<file path="src/rtl/int_alu_pkg.sv">
package int_alu_pkg;

  typedef enum logic [2:0] {
    OP_OR  = 3'b000,
    OP_AND = 3'b001,
    OP_ADD = 3'b010,
    OP_SUB = 3'b011,
    OP_SLL = 3'b100,
    OP_SRL = 3'b101,
    OP_SRA = 3'b110,
    OP_SLT = 3'b111
  } alu_op_e;

endpackage

</file>
<file path="src/rtl/int_alu_logic.sv">
module int_alu_logic #(
  parameter int WIDTH = 16
) (
  input  logic [WIDTH-1:0] a_i,
  input  logic [WIDTH-1:0] b_i,
  output logic [WIDTH-1:0] or_o,
  output logic [WIDTH-1:0] and_o,
  output logic             same_o
);

  logic [WIDTH-1:0] diff_bits;

  always_comb begin
    or_o      = a_i | b_i;
    and_o     = a_i & b_i;
    diff_bits = a_i ^ b_i;
    same_o    = ~(|diff_bits);
  end

  // identical operands give equal OR and AND images
  always_comb begin
    if (same_o) begin
      p_same_or_and_r10: assert (or_o == and_o)
        else $error("identical operands but OR and AND differ");
    end
  end

endmodule

</file>
<file path="src/rtl/int_alu_addsub.sv">
module int_alu_addsub #(
  parameter int WIDTH = 16
) (
  input  logic [WIDTH-1:0] a_i,
  input  logic [WIDTH-1:0] b_i,
  input  logic             sub_en_i,
  output logic [WIDTH-1:0] sum_o,
  output logic             carry_o,
  output logic             sovf_o,
  output logic             less_o
);

  localparam int MSB = WIDTH - 1;

  logic [WIDTH-1:0] b_eff;
  logic [WIDTH:0]   wide_sum;

  always_comb begin
    b_eff    = sub_en_i ? ~b_i : b_i;
    wide_sum = {1'b0, a_i} + {1'b0, b_eff} + {{WIDTH{1'b0}}, sub_en_i};
    sum_o    = wide_sum[MSB:0];
    carry_o  = wide_sum[WIDTH];
    // operands of equal sign feeding the adder, result of the other sign
    sovf_o   = (a_i[MSB] == b_eff[MSB]) && (sum_o[MSB] != a_i[MSB]);
    // sign of the difference, corrected when the difference overflowed
    less_o   = sum_o[MSB] ^ sovf_o;
  end

  // a carry out of an addition means the wrapped sum is below operand a
  always_comb begin
    if (!sub_en_i && carry_o) begin
      p_carry_wraps_r4: assert (sum_o < a_i)
        else $error("carry without wrap");
    end
  end

  // when the difference is exact, its sign is the comparison answer
  always_comb begin
    if (sub_en_i && !sovf_o) begin
      p_less_exact_r9: assert (less_o == sum_o[MSB])
        else $error("less-than disagrees with exact difference sign");
    end
  end

endmodule

</file>
<file path="src/rtl/int_alu_shifter.sv">
module int_alu_shifter #(
  parameter int WIDTH   = 16,
  parameter int SHAMT_W = $clog2(WIDTH)
) (
  input  logic [WIDTH-1:0]   val_i,
  input  logic [SHAMT_W-1:0] amt_i,
  output logic [WIDTH-1:0]   sll_o,
  output logic [WIDTH-1:0]   srl_o,
  output logic [WIDTH-1:0]   sra_o
);

  localparam int MSB = WIDTH - 1;

  logic [WIDTH-1:0] lft_st [SHAMT_W+1];
  logic [WIDTH-1:0] rz_st  [SHAMT_W+1];
  logic [WIDTH-1:0] rs_st  [SHAMT_W+1];
  logic             sign_fill;

  assign sign_fill = val_i[MSB];
  assign lft_st[0] = val_i;
  assign rz_st[0]  = val_i;
  assign rs_st[0]  = val_i;

  for (genvar k = 0; k < SHAMT_W; k++) begin : g_stage
    localparam int STEP = 1 << k;
    assign lft_st[k+1] = amt_i[k] ? {lft_st[k][MSB-STEP:0], {STEP{1'b0}}} : lft_st[k];
    assign rz_st[k+1]  = amt_i[k] ? {{STEP{1'b0}}, rz_st[k][MSB:STEP]} : rz_st[k];
    assign rs_st[k+1]  = amt_i[k] ? {{STEP{sign_fill}}, rs_st[k][MSB:STEP]} : rs_st[k];
  end

  assign sll_o = lft_st[SHAMT_W];
  assign srl_o = rz_st[SHAMT_W];
  assign sra_o = rs_st[SHAMT_W];

  // with a clear sign bit the arithmetic and logical right shifts agree
  always_comb begin
    if (!val_i[MSB]) begin
      p_sra_pos_r8: assert (sra_o == srl_o)
        else $error("sra and srl differ on non-negative value");
    end
  end

  // logical right and left shifts by zero both return the value
  always_comb begin
    if (amt_i == '0) begin
      p_zero_shift_r7: assert (srl_o == val_i && sll_o == val_i)
        else $error("shift by zero changed the value");
    end
  end

endmodule

</file>
<file path="src/rtl/int_alu.sv">
module int_alu
  import int_alu_pkg::*;
#(
  parameter int WIDTH   = 16,
  parameter int SHAMT_W = $clog2(WIDTH)
) (
  input  logic [WIDTH-1:0] opnd_x_i,
  input  logic [WIDTH-1:0] opnd_y_i,
  input  logic [2:0]       op_sel_i,
  output logic [WIDTH-1:0] result_o,
  output logic             ovf_signed_o,
  output logic             ovf_unsigned_o,
  output logic             equal_o
);

  alu_op_e          op;
  logic [WIDTH-1:0] or_val, and_val, sum_val, sll_val, srl_val, sra_val;
  logic             same, carry, sovf, less, sub_en;

  assign op     = alu_op_e'(op_sel_i);
  assign sub_en = (op == OP_SUB) || (op == OP_SLT);

  int_alu_logic #(.WIDTH(WIDTH)) u_logic (
    .a_i    (opnd_x_i),
    .b_i    (opnd_y_i),
    .or_o   (or_val),
    .and_o  (and_val),
    .same_o (same)
  );

  int_alu_addsub #(.WIDTH(WIDTH)) u_addsub (
    .a_i      (opnd_x_i),
    .b_i      (opnd_y_i),
    .sub_en_i (sub_en),
    .sum_o    (sum_val),
    .carry_o  (carry),
    .sovf_o   (sovf),
    .less_o   (less)
  );

  int_alu_shifter #(.WIDTH(WIDTH), .SHAMT_W(SHAMT_W)) u_shift (
    .val_i (opnd_x_i),
    .amt_i (opnd_y_i[SHAMT_W-1:0]),
    .sll_o (sll_val),
    .srl_o (srl_val),
    .sra_o (sra_val)
  );

  always_comb begin
    unique case (op)
      OP_OR:   result_o = or_val;
      OP_AND:  result_o = and_val;
      OP_ADD:  result_o = sum_val;
      OP_SUB:  result_o = sum_val;
      OP_SLL:  result_o = sll_val;
      OP_SRL:  result_o = srl_val;
      OP_SRA:  result_o = sra_val;
      OP_SLT:  result_o = {{(WIDTH-1){1'b0}}, less};
      default: result_o = '0;
    endcase
    ovf_unsigned_o = (op == OP_ADD) && carry;
    ovf_signed_o   = ((op == OP_ADD) || (op == OP_SUB)) && sovf;
    equal_o        = same;
  end

  // unsigned overflow only under add
  always_comb begin
    if (op != OP_ADD) begin
      p_uovf_add_only_r4: assert (!ovf_unsigned_o)
        else $error("unsigned overflow outside add");
    end
  end

  // signed overflow only under add or subtract
  always_comb begin
    if (op != OP_ADD && op != OP_SUB) begin
      p_sovf_qual_r5: assert (!ovf_signed_o)
        else $error("signed overflow outside add/sub");
    end
  end

  // set-less-than yields 0 or 1 only
  always_comb begin
    if (op == OP_SLT) begin
      p_slt_bool_r9: assert (result_o[WIDTH-1:1] == '0)
        else $error("slt result not boolean");
    end
  end

  // with R3: identical operands subtract to zero without overflow
  always_comb begin
    if (equal_o && op == OP_SUB) begin
      p_eq_sub_zero_r10: assert (result_o == '0 && !ovf_signed_o)
        else $error("equal operands but nonzero difference");
    end
  end

  // a zero shift distance leaves X untouched whatever Y's upper bits
  always_comb begin
    if (op == OP_SLL && opnd_y_i[SHAMT_W-1:0] == '0) begin
      p_sll_zero_r6: assert (result_o == opnd_x_i)
        else $error("sll by zero altered X");
    end
  end

endmodule

</file>
<file path="config.mk">
export PLATFORM = sky130hd
export DESIGN_NAME = int_alu
export DESIGN_NICKNAME = d
export VERILOG_FILES = /design/src/rtl/int_alu_pkg.sv /design/src/rtl/int_alu_logic.sv /design/src/rtl/int_alu_addsub.sv /design/src/rtl/int_alu_shifter.sv /design/src/rtl/int_alu.sv
export SDC_FILE = /design/constraint.sdc
export NUM_CORES = 1
export LEC_CHECK = 0
export ABC_CLOCK_PERIOD_IN_PS = 3800
export BUFFER_PORTS_ARGS = -buffer_cell sky130_fd_sc_hd__buf_4
export CORE_MARGIN = 4
export CORE_UTILIZATION = 26
export DETAILED_ROUTE_END_ITERATION = 16
export PLACE_DENSITY = 0.52
export SLEW_MARGIN = 15
export SYNTH_ARGS = -nofsm -noshare
export SYNTH_HDL_FRONTEND = slang
export SYNTH_SLANG_ARGS = --single-unit
export TNS_END_PERCENT = 20
</file>
<file path="constraint.sdc">
create_clock -name vclk -period 3.8
set_input_delay 0.19 -clock vclk [all_inputs]
set_output_delay 0.19 -clock vclk [all_outputs]
set_load 0.005 [all_outputs]
</file>
==> impl_results.md, run 1 <==
* Worst EP arrival at 2.97 ns
* Number of flip-flops and latches at 0
* Mapped Cells at 441
* P_int at 272 uW
* Final Non-Filler Cells at 648
* Pin count of the biggest net entering global routing at 40
* Logic pwr share at 100.0%
* Vert. Die Dim at 122 microns
* Max-slew violations at 0
* Residual DRC at 0
* Drt first pass iters at 5
* Switching Fraction at 55.5%
* Hpwl dp at 10100 microns
* Mean Syn Cell Area at 7.67 sq um
* Final Cell Area at 0.00392 sq mm
* Post-CTS Hold Fix Bufs at 0
* Worst setup SP type: primary input
* Dpl cell area at 0.00392 sq mm
* Fraction of layout cells with a size suffix above 1 at 21.2%
* Max Cap Violations at 0
* Relative slew slack at 36.4%
* Setup CP Type: primary input to output pin
* Die width at 122 microns
* Antenna Cells at 0
* Syn Nets at 526
* Placed cell count at 648
* Yosys synthesis warning count at 0
* Crit path required time at 3.61 ns
* Remaining antenna violation count at 0
* Reg power frac at 0%
* Die area at 0.0149 sq mm
* Core Box Area at 0.0127 sq mm
* Fillers at 1392
* Area contributors post-synth: ha_1, mux4_2, a21oi_1, xnor2_1, o21ai_0
* Post-CTS Resized at 0
* Power density over cell area at 156 mW/mm^2
* F_max at 0.316 GHz
* Commonest cells post-synth: ha_1, nor2_1, inv_1
* Synth area leader: ha_1
* Row Count at 41
* Register Area at 0 sq um
* Worst hold path class: primary input to output pin
* # Post-CTS Setup Buffers at 0
* Min cycle time layout at 3.16 ns
* Max rail drop VDD at 0.0870 mV
* Count leader, synth: ha_1
* Initial antenna violation count at 0
* Worst-path fanout max at 17
* Routed WL at 12600 microns
* Status: finished clean
* Net switching power at 340 uW
* Initial DRC Count at 220
* Number of buffers added on ports at 54
* Final setup viols at 0
* Wire per inst at 19.5 microns
* Starting Density at 26.7%
* NumNets Final at 563
* Synth cell types at 67
* Leak pwr at 0.00170 uW
* Seq/Total Area, Yosys at 0%
* I/O pin total at 54
* RePlAce Congestion at 0.879
* Core Util, Final at 30.9%
* CP Capture Type: output pin
* Slew @ Worst Pin at 0.952 ns
* Synth Cell Area at 0.00338 sq mm
* Clock buffers at 0
* First-pass GRT wire length at 20100 microns
* Post-synth top area share at 18.1%
* Total GRT Usage at 16.8%
* Layout area overhead at 16.0%
* Unrepaired setup endpoints after global routing: no
* Final period util at 83.2%
* Vias in the first global route at 3640
* Avg Vias per Cell at 5.68
* Setup total negative slack at 0 ns
* Final hold vios at 0
* Clock power share at 0%
* Global route overflow at 0
* Vias at 3679
-- layout make-up --
class	count	area, sq um	share of cell area (%)
inverter	37	139	3.54
timing repair buffer	61	458	11.7
tap	172	215	5.49
multi-input combinational	378	3110	79.3
-- routing by layer --
layer	track usage (%)	part of all wire, %	vias up
met3	1.49	6.3	18
li1	-	-	1753
met5	0	0	-
met2	26.7	45	146
met1	25.0	46	1762
met4	2.94	2.0	0
-- cells by family after synthesis --
logic type | synth area share (%)
AO/OA/AOI/OAI | 28.9
multiplexers | 21.4
adder cells (fa/ha/maj) | 18.7
buffers and inverters | 8.03
AND/OR/NAND/NOR | 17.2
XOR/XNOR | 5.70
-- power groups by stage --
stage	clock network, uW	logic [uW]	registers, uW
3_3_place_gp	0	602	0
3_5_place_dp	0	604	0
2_1_floorplan	0	393	0
5_1_grt	0	675	0
6_report	0	612	0
4_1_cts	0	608	0
-- metrics by stage --
step	hold slack [ns]	power (uW)	setup WS, ns
2_1_floorplan	0.531	393	0.653
3_3_place_gp	0.822	602	0.702
3_5_place_dp	0.836	604	0.702
4_1_cts	0.835	608	0.684
5_1_grt	0.851	675	0.455
6_report	0.828	612	0.640
-- placed cells by master (no fill, tap or decap), drive strengths merged, types with 4 or more instances in the layout --
cell     n
o21ai   31
xor2     5
inv     35
buf     61
o31ai    4
nor4     5
xnor2   17
a21oi   30
a211oi  10
mux2i    8
or3      6
mux2    11
a211o    4
a22o     5
nand3    8
and3     5
nand2   28
a221oi   5
nor3    10
ha      49
nor2    38
o21a     4
a21o     7
a22oi    4
mux4    23
-- critical path, cell delays in order --
cell,delay (ns)
buf_4,0.21
nand2_1,0.08
buf_4,0.22
xnor2_1,0.19
fa_1,0.45
a211oi_1,0.31
o21ai_0,0.27
nand3b_1,0.23
a21oi_1,0.10
or3_1,0.36
a31o_2,0.24
buf_4,0.13
-- path summary, 6_finish.rpt --
check   startpoint             end  slack, ns  depth (start not counted)
max    op_sel_i[1]    result_o[14]       0.64                         12
min    op_sel_i[0]  ovf_unsigned_o       0.83                          3
Power figures use the tool's default switching activity.
==> run 2: changes to the inputs <==
--- a/config.mk
+++ b/config.mk
@@ -5,12 +5,12 @@
 export SDC_FILE = /design/constraint.sdc
 export NUM_CORES = 1
 export LEC_CHECK = 0
-export ABC_CLOCK_PERIOD_IN_PS = 3800
+export ABC_CLOCK_PERIOD_IN_PS = 2600
 export BUFFER_PORTS_ARGS = -buffer_cell sky130_fd_sc_hd__buf_4
 export CORE_MARGIN = 4
 export CORE_UTILIZATION = 26
 export DETAILED_ROUTE_END_ITERATION = 16
-export PLACE_DENSITY = 0.52
+export PLACE_DENSITY = 0.53
 export SLEW_MARGIN = 15
 export SYNTH_ARGS = -nofsm -noshare
 export SYNTH_HDL_FRONTEND = slang
==> constraint.sdc (replaced) <==
create_clock -name vclk -period 2.6
set_input_delay 0.13 -clock vclk [all_inputs]
set_output_delay 0.13 -clock vclk [all_outputs]
set_load 0.005 [all_outputs]
==> run 2 against run 1 <==
Against the previous run: critical path depth grew 2; die area is the same; global-route usage grew 1.2 points; core utilization grew 4.5 points; combinational power grew 80%; sequential share of layout area is the same; worst setup slack lost 0.64 ns; count of clock-buffer cells in the layout is the same; via count grew 6.9%; total power grew 79%; cell count grew 7.6%; wire length grew 8.8%.
==> impl_results.md, run 2 (synthesis gave the netlist of run 1 again) <==
* Unrepaired setup endpoints after global routing: yes
* First-pass GRT wire length at 21700 microns (+8.4%)
* Hpwl dp at 10700 microns (+5.3%)
* Min-delay src: opnd_y_i[6]
* I/O pin total at 54 (unchanged)
* Avg Vias per Cell at 5.64 (-0.59%)
* Most common cell after layout, fill and taps aside: buf_4
* Die area at 0.0149 sq mm (unchanged)
* Final Total Pwr at 1100 uW (+79%)
* Clock buffers at 0 (unchanged)
* Antenna Cells at 0 (unchanged)
* Vert. Die Dim at 122 microns (unchanged)
* Worst hold path class: primary input to output pin
* Worst-path fanout max at 7 (-10)
* Worst EP arrival at 2.47 ns (-0.50 ns)
* Fraction of layout cells with a size suffix above 1 at 33.7% (+12 points)
* Core Box Area at 0.0127 sq mm (unchanged)
* Initial DRC Count at 271 (+23%)
* Final Non-Filler Cells at 697 (+7.6%)
* Worst setup SP type: primary input
* NumNets Final at 612 (+8.7%)
* Register Area at 0 sq um (unchanged)
* Final hold vios at 0 (unchanged)
* Number of flip-flops and latches at 0 (unchanged)
* Max Cap Violations at 0 (unchanged)
* Crit path required time at 2.47 ns (-1.14 ns)
* Hold worst-path end: result_o[6]
* Pin count of the biggest net entering global routing at 39 (-2.5%)
* Dpl cell area at 0.00418 sq mm (+6.6%)
* F_max at 0.385 GHz
* Most frequent cells in the layout: buf_4, ha_1, nor2_1
* Die width at 122 microns (unchanged)
* Layout area overhead at 32.7%
* Starting Density at 26.7% (unchanged)
* Number of buffers added on ports at 54 (unchanged)
* Relative slew slack at 59.3% (+23 points)
* RePlAce Congestion at 0.933 (+6.1%)
* Row Count at 41 (unchanged)
* Vias at 3934 (+6.9%)
* Power density over cell area at 244 mW/mm^2 (+56%)
* Final period util at 99.9%
* Min cycle time layout at 2.60 ns
* Wire per inst at 19.7 microns (+1.2%)
* Final Cell Area at 0.00449 sq mm (+14%)
* Residual DRC at 0 (unchanged)
* Initial antenna violation count at 0 (unchanged)
* Routed WL at 13700 microns (+8.8%)
* Min Hold Slack at 0.752 ns (-0.0761 ns)
* Total GRT Usage at 18.0% (+1.2 points)
* Max rail drop VDD at 0.125 mV (+43%)
* Drt first pass iters at 5 (unchanged)
* Hold depth at 5 (+2)
* CP Capture Type: output pin
* Vias in the first global route at 3911 (+7.4%)
* Slew @ Worst Pin at 0.611 ns (-0.341 ns)
* Max-slew violations at 0 (unchanged)
* Placed cell count at 682 (+5.2%)
* Remaining antenna violation count at 0 (unchanged)
* Status: finished clean
* Leak pwr at 0.00199 uW (+17%)
* Setup CP Type: primary input to output pin
* Final setup viols at 0 (unchanged)
* Global route overflow at 0 (unchanged)
run 2: final cells by class:
cell class,instances,area [sq um]
repair buffers,110,860
well taps,172,215
fillers,1367,8180
inverters,37,139
multi-input cells,378,3270
run 2: metrics by stage:
| stage | worst slack, ns | util (%) | setup TNS (ns) |
|---|---|---|---|
| finish | 0.00163 | 35.4 | 0 |
| global route | -0.0753 | 35.4 | -0.454 |
| CTS | -0.0235 | 33.6 | -0.0973 |
| detailed placement | -0.250 | 33.0 | -1.26 |
| global placement | -0.190 | 33.0 | -0.798 |
| floorplan | -0.0838 | - | -0.0838 |
run 2: worst max-delay path by stage:
stage | from | endpoint | slack (ns) | cells past startpoint
after floorplan | op_sel_i[1] | result_o[14] | -0.08 | 12
after detailed placement | op_sel_i[0] | result_o[14] | -0.25 | 14
after global placement | op_sel_i[0] | result_o[14] | -0.19 | 11
final | op_sel_i[0] | result_o[0] | 0.002 | 14
after global routing | op_sel_i[0] | ovf_signed_o | -0.08 | 16
after CTS | op_sel_i[0] | ovf_signed_o | -0.02 | 14
run 2: layer usage:
layer / vias up / routed length (microns) / global-route usage [%]
met1: 1939 / 6130 / 25.5
met4: 0 / 244 / 2.87
li1: 1848 / - / -
met3: 19 / 641 / 0.557
met5: - / 0 / 0
met2: 128 / 6720 / 31.0
run 2: worst max-delay path, stage by stage:
cell	delay, ns
buf_4	0.11
buf_4	0.14
nand2_4	0.09
buf_8	0.14
buf_8	0.14
xnor2_1	0.07
ha_1	0.34
buf_4	0.16
nand4_1	0.11
buf_4	0.16
or3_4	0.39
a31oi_4	0.24
o31ai_2	0.08
buf_4	0.15
run 2: timing repair:
item / 4_1_cts / 5_1_grt
resized for setup: 19 / 26
hold endpoints to repair: 0 / 0
pin swaps: 7 / 25
buffers inserted: 2 / 13
setup endpoints to repair: 12 / 13
hold buffers: 0 / 0
run 2: report_power, final:
part	switching, uW	internal (uW)	total [uW]
logic	566	530	1100
clock network	0	0	0
registers	0	0	0
==> run 3: changes to the inputs <==
--- a/config.mk
+++ b/config.mk
@@ -7,7 +7,7 @@
 export LEC_CHECK = 0
 export ABC_CLOCK_PERIOD_IN_PS = 2600
 export BUFFER_PORTS_ARGS = -buffer_cell sky130_fd_sc_hd__buf_4
-export CORE_MARGIN = 4
+export CORE_MARGIN = 2
 export CORE_UTILIZATION = 26
 export DETAILED_ROUTE_END_ITERATION = 16
 export PLACE_DENSITY = 0.53
==> run 3 against run 2 <==
Against the previous run: worst hold slack better by 0.018 ns; die area shrank 6.4%; core utilization down 1.1 points; wire length fell by 3.1%; via count shrank 0.46%; flip-flop and latch count did not move; sequential share of layout area did not move; cell count fell by 1.6%.
==> impl_results.md, run 3 (synthesis gave the netlist of run 1 again) <==
* Pin count of the biggest net entering global routing at 39 (unchanged)
* First-pass GRT wire length at 20700 microns (-4.7%)
* Logic pwr share at 100.0% (about the same)
* Initial antenna violation count at 0 (unchanged)
* Worst hold path class: primary input to output pin
* Vias in the first global route at 3783 (-3.3%)
* Leak pwr at 0.00192 uW (-3.5%)
* Crit path top cell by count: buf_4
* CP peak stage delay at 0.41 ns (+0.02 ns)
* Most frequent cells in the layout: buf_4, ha_1, nor2_1
* Wire per inst at 19.4 microns (-1.6%)
* Setup CP Type: primary input to output pin
* Number of flip-flops and latches at 0 (unchanged)
* Min cycle time layout at 2.59 ns (-0.00855 ns)
* CP Capture Type: output pin
* Final setup viols at 0 (unchanged)
* Relative slew slack at 58.8% (-0.48 points)
* Setup total negative slack at 0 ns (unchanged)
* Drt first pass iters at 5 (unchanged)
* Initial DRC Count at 287 (+5.9%)
* Max-slew violations at 0 (unchanged)
* Worst setup SP type: primary input
* Fraction of layout cells with a size suffix above 1 at 30.7% (-3.0 points)
* Global route overflow at 0 (unchanged)
* Layout area overhead at 28.6%
* I/O pin total at 54 (unchanged)
* Hold depth at 5 (unchanged)
* Slew @ Worst Pin at 0.618 ns (+0.00719 ns)
* Worst-path fanout max at 8 (+1)
* Row Count at 41 (unchanged)
* Post-CTS Hold Fix Bufs at 0 (unchanged)
* Reg power frac at 0% (unchanged)
* Unrepaired setup endpoints after global routing: yes
* Routed WL at 13300 microns (-3.1%)
* F_max at 0.386 GHz (+0.33%)
* Most common cell after layout, fill and taps aside: buf_4
* NumNets Final at 601 (-1.8%)
* Final Cell Area at 0.00435 sq mm (-3.1%)
* Final hold vios at 0 (unchanged)
* Net switching power at 538 uW (-4.9%)
* Crit path max-delay cell type: or3_4
* Status: finished clean
* Total GRT Usage at 18.2% (+0.16 points)
* Max rail drop VDD at 0.111 mV (-11%)
* Min Hold Slack at 0.770 ns (+0.0183 ns)
* Dpl cell area at 0.00418 sq mm (unchanged)
* Crit path required time at 2.47 ns (about the same)
* Residual DRC at 0 (unchanged)
* Vert. Die Dim at 118 microns (-3.3%)
* Worst EP arrival at 2.46 ns (about the same)
* Final period util at 99.6% (-0.33 points)
* Antenna Cells at 0 (unchanged)
* Power density over cell area at 236 mW/mm^2 (-3.5%)
* RePlAce Congestion at 0.902 (-3.3%)
* Avg Vias per Cell at 5.71 (+1.1%)
* P_int at 486 uW (-8.2%)
* Fillers at 1354 (-0.95%)
* Hpwl dp at 10300 microns (-3.2%)
* Remaining antenna violation count at 0 (unchanged)
* Clock power share at 0% (unchanged)
* Die area at 0.0139 sq mm (-6.4%)
* Clock buffers at 0 (unchanged)
* Vias at 3916 (-0.46%)
* Die width at 118 microns (-3.3%)
* Register Area at 0 sq um (unchanged)
* Starting Density at 26.7% (unchanged)
* Placed cell count at 682 (unchanged)
* Cells along the critical path: buf_4, buf_4, nand2_4, buf_8, xnor2_2, ha_1, buf_6, nand2_2, o31a_1, or3_4, a31oi_2, o31ai_1, buf_4
* Switching Fraction at 52.5% (+0.87 points)
* Core Box Area at 0.0127 sq mm (unchanged)
* Final Total Pwr at 1020 uW (-6.5%)
* Number of buffers added on ports at 54 (unchanged)
* Final Non-Filler Cells at 686 (-1.6%)
* Max Cap Violations at 0 (unchanged)
[run 3: cell count changes in the layout (fill, tap and decap cells not counted), moves of 2 or more]
cell     previous run  this run
o21ai_2             5         3
buf_8               3         1
a21oi_1            25        29
a21oi_2             4         0
buf_4             104        92
buf_6               3         6
[run 3: what timing repair did]
action / in CTS / in global routing
endpoints found under the setup margin: 13 / 11
resized for setup: 12 / 22
pin swaps: 6 / 11
endpoints found under the hold margin: 0 / 0
buffers inserted: 1 / 3
[run 3: final cells by class]
cell class	count	area (sq um)	share of cell area [%]
Timing Repair Buffer	99	773	17.8
Inverter	37	139	3.20
Multi-Input combinational cell	378	3220	74.1
Tap cell	172	215	4.95
[run 3: final timing paths]
| check | end | slack [ns] | start |
|---|---|---|---|
| hold / removal | result_o[6] | 0.77 | opnd_y_i[6] |
| setup / recovery | result_o[0] | 0.01 | op_sel_i[1] |
[run 3: worst max-delay path: cells and delay by family]
| family | cells | cell delay, ns |
|---|---|---|
| compound gates | 3 | 0.73 |
| xor+xnor | 1 | 0.07 |
| fa+ha+maj | 1 | 0.33 |
| buf+inv | 5 | 0.68 |
| simple gates | 3 | 0.52 |
[run 3: through the flow]
| step | utilization (%) | setup slack (ns) |
|---|---|---|
| after floorplan | - | -0.0838 |
| after global placement | 33.0 | -0.144 |
| after CTS | 33.4 | -0.0214 |
| final | 34.3 | 0.0102 |
| after detailed placement | 33.0 | -0.193 |
| after global routing | 34.3 | -0.0793 |
[run 3: metal layers]
layer	share of wire [%]	vias up	track usage, %
li1	-	1820	-
met4	2.0	0	3.24
met1	44	1928	26.1
met5	0	-	0
met2	48	153	30.2
met3	5.9	15	0.969
[run 3: power groups by stage]
stage	Sequential [uW]	Clock (uW)	Combinational, uW
floorplan	0	0	577
global placement	0	0	948
detailed placement	0	0	953
CTS	0	0	977
global route	0	0	1110
finish	0	0	1020
